### src/rtl/spr_dma_pkg.sv
// Shared constants and types for the sprite-table page-copy DMA.
// Assumes a 16-bit byte-addressed memory space with an 8-bit data path.
package spr_dma_pkg;

    localparam int unsigned SPR_ADDR_W = 16;
    localparam int unsigned SPR_DATA_W = 8;

    typedef logic [SPR_ADDR_W-1:0] spr_addr_t;
    typedef logic [SPR_DATA_W-1:0] spr_byte_t;

    // One clock's request on the memory master port.
    typedef struct packed {
        logic      rd;
        logic      wr;
        spr_addr_t addr;
        spr_byte_t wdata;
    } spr_mem_cmd_t;

endpackage

### src/rtl/spr_dma_trigger.sv
// Decodes a processor write to the trigger register and latches the page.
// Assumes the register port presents a full byte address and one byte per
// write. A start pulse is combinational in the write cycle.
module spr_dma_trigger
    import spr_dma_pkg::*;
#(
    parameter spr_addr_t TRIG_ADDR = 16'hFF46
) (
    input  logic      clk,
    input  logic      rst_n,
    input  logic      cfg_we,
    input  spr_addr_t cfg_addr,
    input  spr_byte_t cfg_wdata,
    output logic      start,
    output spr_byte_t page
);

    // Recognise a write that hits the trigger register.
    always_comb begin
        start = cfg_we && (cfg_addr == TRIG_ADDR);
    end

    // Hold the most recently requested source page.
    always_ff @(posedge clk) begin
        if (!rst_n) begin
            page <= '0;
        end else if (start) begin
            page <= cfg_wdata;
        end
    end

endmodule

### src/rtl/spr_dma_timer.sv
// Fixed-length transfer window: loads TOTAL_CLKS on start and counts down.
// Assumes a start may arrive at any time, including while counting.
module spr_dma_timer #(
    parameter int unsigned TOTAL_CLKS = 640,
    localparam int unsigned CNT_W     = $clog2(TOTAL_CLKS + 1)
) (
    input  logic clk,
    input  logic rst_n,
    input  logic start,
    output logic busy
);

    logic [CNT_W-1:0] remain;

    // Reload on every start, otherwise run down to zero and stop.
    always_ff @(posedge clk) begin
        if (!rst_n) begin
            remain <= '0;
        end else if (start) begin
            remain <= CNT_W'(TOTAL_CLKS);
        end else if (remain != '0) begin
            remain <= remain - 1'b1;
        end
    end

    // The window is open while any clocks remain.
    always_comb begin
        busy = (remain != '0);
    end

endmodule

### src/rtl/spr_dma_mover.sv
// Byte sequencer: walks a byte index through fixed-length clock slots,
// reading on the first clock of a slot and writing later in the same slot.
// Assumes the memory returns read data one clock after the read strobe and
// that CLKS_PER_BYTE leaves room for the chosen write clock.
// REG_READ_DATA=1 captures the byte and writes on slot clock 2.
// REG_READ_DATA=0 writes the returned byte straight through on slot clock 1.
module spr_dma_mover
    import spr_dma_pkg::*;
#(
    parameter int unsigned BLOCK_LEN     = 160,
    parameter int unsigned CLKS_PER_BYTE = 4,
    parameter spr_addr_t   DST_BASE      = 16'hFE00,
    parameter bit          REG_READ_DATA = 1'b1,
    localparam int unsigned IDX_W        = $clog2(BLOCK_LEN),
    localparam int unsigned PH_W         = $clog2(CLKS_PER_BYTE),
    localparam int unsigned WRITE_SLOT   = REG_READ_DATA ? 2 : 1
) (
    input  logic         clk,
    input  logic         rst_n,
    input  logic         start,
    input  logic         busy,
    input  spr_byte_t    page,
    input  spr_byte_t    mem_rdata,
    output spr_mem_cmd_t cmd
);

    logic [PH_W-1:0]  phase;
    logic [IDX_W-1:0] idx;
    spr_addr_t        src_addr;
    spr_addr_t        dst_addr;
    spr_byte_t        wr_byte;
    logic             do_rd;
    logic             do_wr;

    // Advance the slot phase and the byte index; a start rewinds both.
    always_ff @(posedge clk) begin
        if (!rst_n) begin
            phase <= '0;
            idx   <= '0;
        end else if (start) begin
            phase <= '0;
            idx   <= '0;
        end else if (busy) begin
            if (phase == PH_W'(CLKS_PER_BYTE - 1)) begin
                phase <= '0;
                if (idx != IDX_W'(BLOCK_LEN - 1)) begin
                    idx <= idx + 1'b1;
                end
            end else begin
                phase <= phase + 1'b1;
            end
        end
    end

    // Choose how the read byte reaches the write data path.
    generate
        if (REG_READ_DATA) begin : g_captured
            spr_byte_t hold;

            // Capture the byte returned for this slot's read.
            always_ff @(posedge clk) begin
                if (!rst_n) begin
                    hold <= '0;
                end else if (busy && (phase == PH_W'(1))) begin
                    hold <= mem_rdata;
                end
            end

            // Write data comes from the capture register.
            always_comb begin
                wr_byte = hold;
            end
        end else begin : g_through
            // Write data is the read data as it arrives.
            always_comb begin
                wr_byte = mem_rdata;
            end
        end
    endgenerate

    // Form the source and destination addresses for the current byte.
    always_comb begin
        src_addr = {page, 8'h00} + SPR_ADDR_W'(idx);
        dst_addr = DST_BASE + SPR_ADDR_W'(idx);
    end

    // Strobe decode for the slot clock in progress.
    always_comb begin
        do_rd = busy && (phase == '0);
        do_wr = busy && (phase == PH_W'(WRITE_SLOT));
    end

    // Present a single request to the memory port.
    always_comb begin
        cmd.rd    = do_rd;
        cmd.wr    = do_wr;
        cmd.addr  = do_wr ? dst_addr : src_addr;
        cmd.wdata = wr_byte;
    end

endmodule

### src/rtl/spr_page_dma.sv
// Top level of the sprite-table page-copy DMA.
// A write of a page number to the trigger register copies BLOCK_LEN bytes
// from page*256 into DST_BASE, one byte per CLKS_PER_BYTE clocks, with busy
// held for BLOCK_LEN*CLKS_PER_BYTE clocks. Assumes a synchronous byte memory
// with one clock of read latency and no contention on the memory port.
module spr_page_dma
    import spr_dma_pkg::*;
#(
    parameter spr_addr_t   TRIG_ADDR     = 16'hFF46,
    parameter spr_addr_t   DST_BASE      = 16'hFE00,
    parameter int unsigned BLOCK_LEN     = 160,
    parameter int unsigned CLKS_PER_BYTE = 4,
    parameter bit          REG_READ_DATA = 1'b1,
    localparam int unsigned TOTAL_CLKS   = BLOCK_LEN * CLKS_PER_BYTE
) (
    input  logic        clk,
    input  logic        rst_n,
    input  logic        cfg_we,
    input  logic [15:0] cfg_addr,
    input  logic [7:0]  cfg_wdata,
    output logic        mem_rd_en,
    output logic        mem_wr_en,
    output logic [15:0] mem_addr,
    output logic [7:0]  mem_wdata,
    input  logic [7:0]  mem_rdata,
    output logic        busy
);

    logic         start;
    spr_byte_t    page;
    logic         busy_w;
    spr_mem_cmd_t cmd;

    spr_dma_trigger #(
        .TRIG_ADDR (TRIG_ADDR)
    ) u_trigger (
        .clk       (clk),
        .rst_n     (rst_n),
        .cfg_we    (cfg_we),
        .cfg_addr  (cfg_addr),
        .cfg_wdata (cfg_wdata),
        .start     (start),
        .page      (page)
    );

    spr_dma_timer #(
        .TOTAL_CLKS (TOTAL_CLKS)
    ) u_timer (
        .clk   (clk),
        .rst_n (rst_n),
        .start (start),
        .busy  (busy_w)
    );

    spr_dma_mover #(
        .BLOCK_LEN     (BLOCK_LEN),
        .CLKS_PER_BYTE (CLKS_PER_BYTE),
        .DST_BASE      (DST_BASE),
        .REG_READ_DATA (REG_READ_DATA)
    ) u_mover (
        .clk       (clk),
        .rst_n     (rst_n),
        .start     (start),
        .busy      (busy_w),
        .page      (page),
        .mem_rdata (mem_rdata),
        .cmd       (cmd)
    );

    // Drive the ports from the sequencer request and the window flag.
    always_comb begin
        mem_rd_en = cmd.rd;
        mem_wr_en = cmd.wr;
        mem_addr  = cmd.addr;
        mem_wdata = cmd.wdata;
        busy      = busy_w;
    end

endmodule

### config.mk
export PLATFORM = sky130hd
export DESIGN_NAME = spr_page_dma
export DESIGN_NICKNAME = d
export VERILOG_FILES = /design/src/rtl/spr_dma_pkg.sv /design/src/rtl/spr_dma_trigger.sv /design/src/rtl/spr_dma_timer.sv /design/src/rtl/spr_dma_mover.sv /design/src/rtl/spr_page_dma.sv
export SDC_FILE = /design/constraint.sdc
export NUM_CORES = 1
export LEC_CHECK = 0
export BUFFER_PORTS_ARGS = -buffer_cell sky130_fd_sc_hd__buf_2
export CAP_MARGIN = 30
export CORE_MARGIN = 5
export CORE_UTILIZATION = 28
export CTS_BUF_LIST = sky130_fd_sc_hd__clkbuf_4
export CTS_CLUSTER_SIZE = 20
export DETAILED_ROUTE_END_ITERATION = 10
export HOLD_SLACK_MARGIN = 0.06
export PLACE_DENSITY = 0.62
export SYNTH_ARGS = -nofsm -noshare
export SYNTH_HDL_FRONTEND = slang
export SYNTH_SLANG_ARGS = --single-unit
### constraint.sdc
create_clock -name clk -period 2 [get_ports clk]
set_input_delay 0.2 -clock clk [delete_from_list [all_inputs] [get_ports clk]]
set_output_delay 0.2 -clock clk [all_outputs]
set_load 0.02 [all_outputs]
==> impl_metrics.tcl <==
set metrics [dict create \
    clk_latency_ps 330 \
    p_leak_nw 1.06 \
    cts_tree "done" \
    crit_chain "inv_2 > ha_4 > or4b_4 > nor3_4 > inv_2 > and2_4 > or2_4 > buf_6" \
    grt_start_max_net_pins 19 \
    final.min_clock_period_ps 2280 \
    arrival_ps 2080 \
    syn-instance-count 212 \
    grt_pass1_vias 1811 \
    synth-edff-count 0 \
    drtIter0Drc 38 \
    grt_use_total 0.118 \
    power_density_nw_per_um2 1440 \
    final_cell_area_um2 2530 \
    peakVddDrop_uv 732 \
    wl_per_cell_um 12.7 \
    dp_hpwl_mm 3.39 \
    cp_common_cell "inv_2" \
    clock-sinks 36 \
    yosys.cell_count.top_type "dfxtp_1" \
    skew_ps 9.06 \
    worst_slew_pin_slew_ps 604 \
    antenna_found_initial 0 \
    slew_headroom 0.596 \
    area_growth_pct 42.0 \
    critical_path_required_ps 1800 \
    ioPinCount 62 \
    grt_pass1_wl_mm 8.20 \
    grt_overflow_total 0 \
    syn_area_per_cell_um2 8.40 \
    die_area_um2 8060 \
    ys_seq_elements 36 \
    drv_slew 0 \
    drt-total-wl_mm 4.72 \
    worstPathMaxFanout 8 \
    routed_via_density 5.06 \
    async_flop_share 0 \
    violations "setup timing" \
    port_buffers 61 \
    finalHoldViolCount 0 \
    dpl_cell_area_um2 2300 \
    routabilityCongestion 0.803 \
    rsz0062_at_grt "true" \
    synthTopCellsByArea "dfxtp_1 (40%), a21oi_1 (9.3%), ha_1 (4.9%)" \
    p_total_mw 3.65 \
    final.setup.tns_ps -2700 \
    hold_class "input pin to register" \
    synth_area_um2 1780 \
    yosys-top-cells-count "dfxtp_1 (36), a21oi_1 (33), nand2_1 (21)" \
    h-tree-depth 2 \
    ys_seq_area_frac 0.404 \
    numCtsBuffers 5 \
    dp.cells 357 \
    setup_ws_ps -284 \
    drive_above_1_share 0.393 \
    synthFlopType "dfxtp_1" \
    cp_slowest_stage_delay_ps 470 \
    yosysWarnings 0 \
    synth_nets 254 \
    dp_slack_ps 40.3 \
    max-cap-violations 0 \
    fin_crit_sh 1.14 \
    yosysTopAreaCellShare 0.404 \
    setup_violations 11 \
    yosys.area.top_type "dfxtp_1" \
    path_class "register to output pin" \
    ys_types 43 \
    first_pass_iters 4 \
    clock_path_buffers 2 \
    dr_total_vias 1881 \
    die_w_um 89.8 \
    dieHeight_um 89.8 \
    cts.clk_slew.worst_paths_ps 110 \
    coreArea_um2 6280 \
    end_kind "output pin" \
    diodes 0 \
    status "finished, violations left" \
    ctsHoldBuffers 0 \
    cts_root_buffer "clkbuf_4" \
    start_util 0.284 \
    fmax_ghz 0.438 \
    critPathSlowestCell "or4b_4" \
    antenna_left 0 \
    critPathLaunchType "register" \
    drc 0 \
    layoutNonFillerInstCount 372 \
    nets 336 \
    num_rows 29 \
]
==> power breakdown <==
group | switching [mW] | internal, mW
logic | 1.06 | 1.08
registers | 0.117 | 0.875
clock network | 0.230 | 0.276
==> flip-flops by register name, indices dropped and copies added, names as in the netlist <==
name / count
u_mover.g_captured.hold: 8
u_trigger.page: 8
u_mover.phase: 2
u_timer.remain: 10
u_mover.idx: 8
==> cell type report <==
type                    count  area (um2)
clock buffers               6        45.0
clock inverters             2        35.0
fillers                   650        3750
inverters                   6        22.5
multi-input cells         161        1050
flip-flops and latches     36         723
well taps                  77        96.3
repair buffers             84         562
==> per-stage QoR <==
stage | hold WS, ps | util
CTS | 80.8 | 0.392
detailed placement | 443 | 0.366
global route | 74.0 | 0.403
floorplan | 345 | -
global placement | 440 | 0.366
finish | 104 | 0.403
==> worst paths after layout <==
kind / startpoint / endpoint / slack (ps) / cells after the start
setup / recovery: u_timer.remain[1] / mem_addr[13] / -280 / 8
hold / removal: mem_rdata[2] / u_mover.g_captured.hold[2] / 100 / 3
setup reg to reg: u_timer.remain[1] / u_timer.remain[1] / 140 / 9
hold reg to reg: u_mover.g_captured.hold[6] / u_mover.g_captured.hold[6] / 460 / 2
==> per-layer routing <==
metal,up-vias,GRT usage,routed length (um)
met5,-,0,0
met4,0,0.0453,71
met3,8,0.0376,277
met2,44,0.208,2360
met1,891,0.132,2010
li1,938,-,-
==> cell usage in the layout, fill, tap and decap left out, drive strengths merged, types with 4 or more instances in the layout <==
| master | Yosys | final |
|---|---|---|
| a21oi | 33 | 33 |
| or2 | 7 | 7 |
| o31ai | 8 | 8 |
| buf | 4 | 84 |
| nand3 | 17 | 17 |
| nor4 | 4 | 4 |
| o21ai | 13 | 13 |
| or4 | 8 | 8 |
| inv | 5 | 5 |
| dfxtp | 36 | 36 |
| nor2 | 7 | 7 |
| or3 | 5 | 5 |
| clkbuf | 5 | 6 |
| ha | 7 | 7 |
| nand2 | 21 | 21 |
==> worst max-delay path, delay by kind of cell (launching register included) <==
family                     cells  cell delay [ps]
adders and majority gates      1              130
and+or+nand+nor                4             1040
buffers and inverters          3              250
DFF                            1              340
==> kinds of logic (layout without fill, tap and decap cells) <==
group	after synthesis	after routing	share of synthesized area
multiplexers	1	1	0.00562
XOR/XNOR	3	3	0.0147
AO/OA/AOI/OAI	58	58	0.184
adder cells (fa/ha/maj)	7	7	0.0492
flip-flops	36	36	0.404
AND/OR/NAND/NOR	92	92	0.305
buffers and inverters	15	98	0.0372
==> what timing repair did <==
item	CTS	global route
setup endpoints to repair	11	14
pin swaps	0	5
buffers inserted	6	1
gates resized for setup	13	17
No activity file was read; power rests on OpenSTA's default activity.
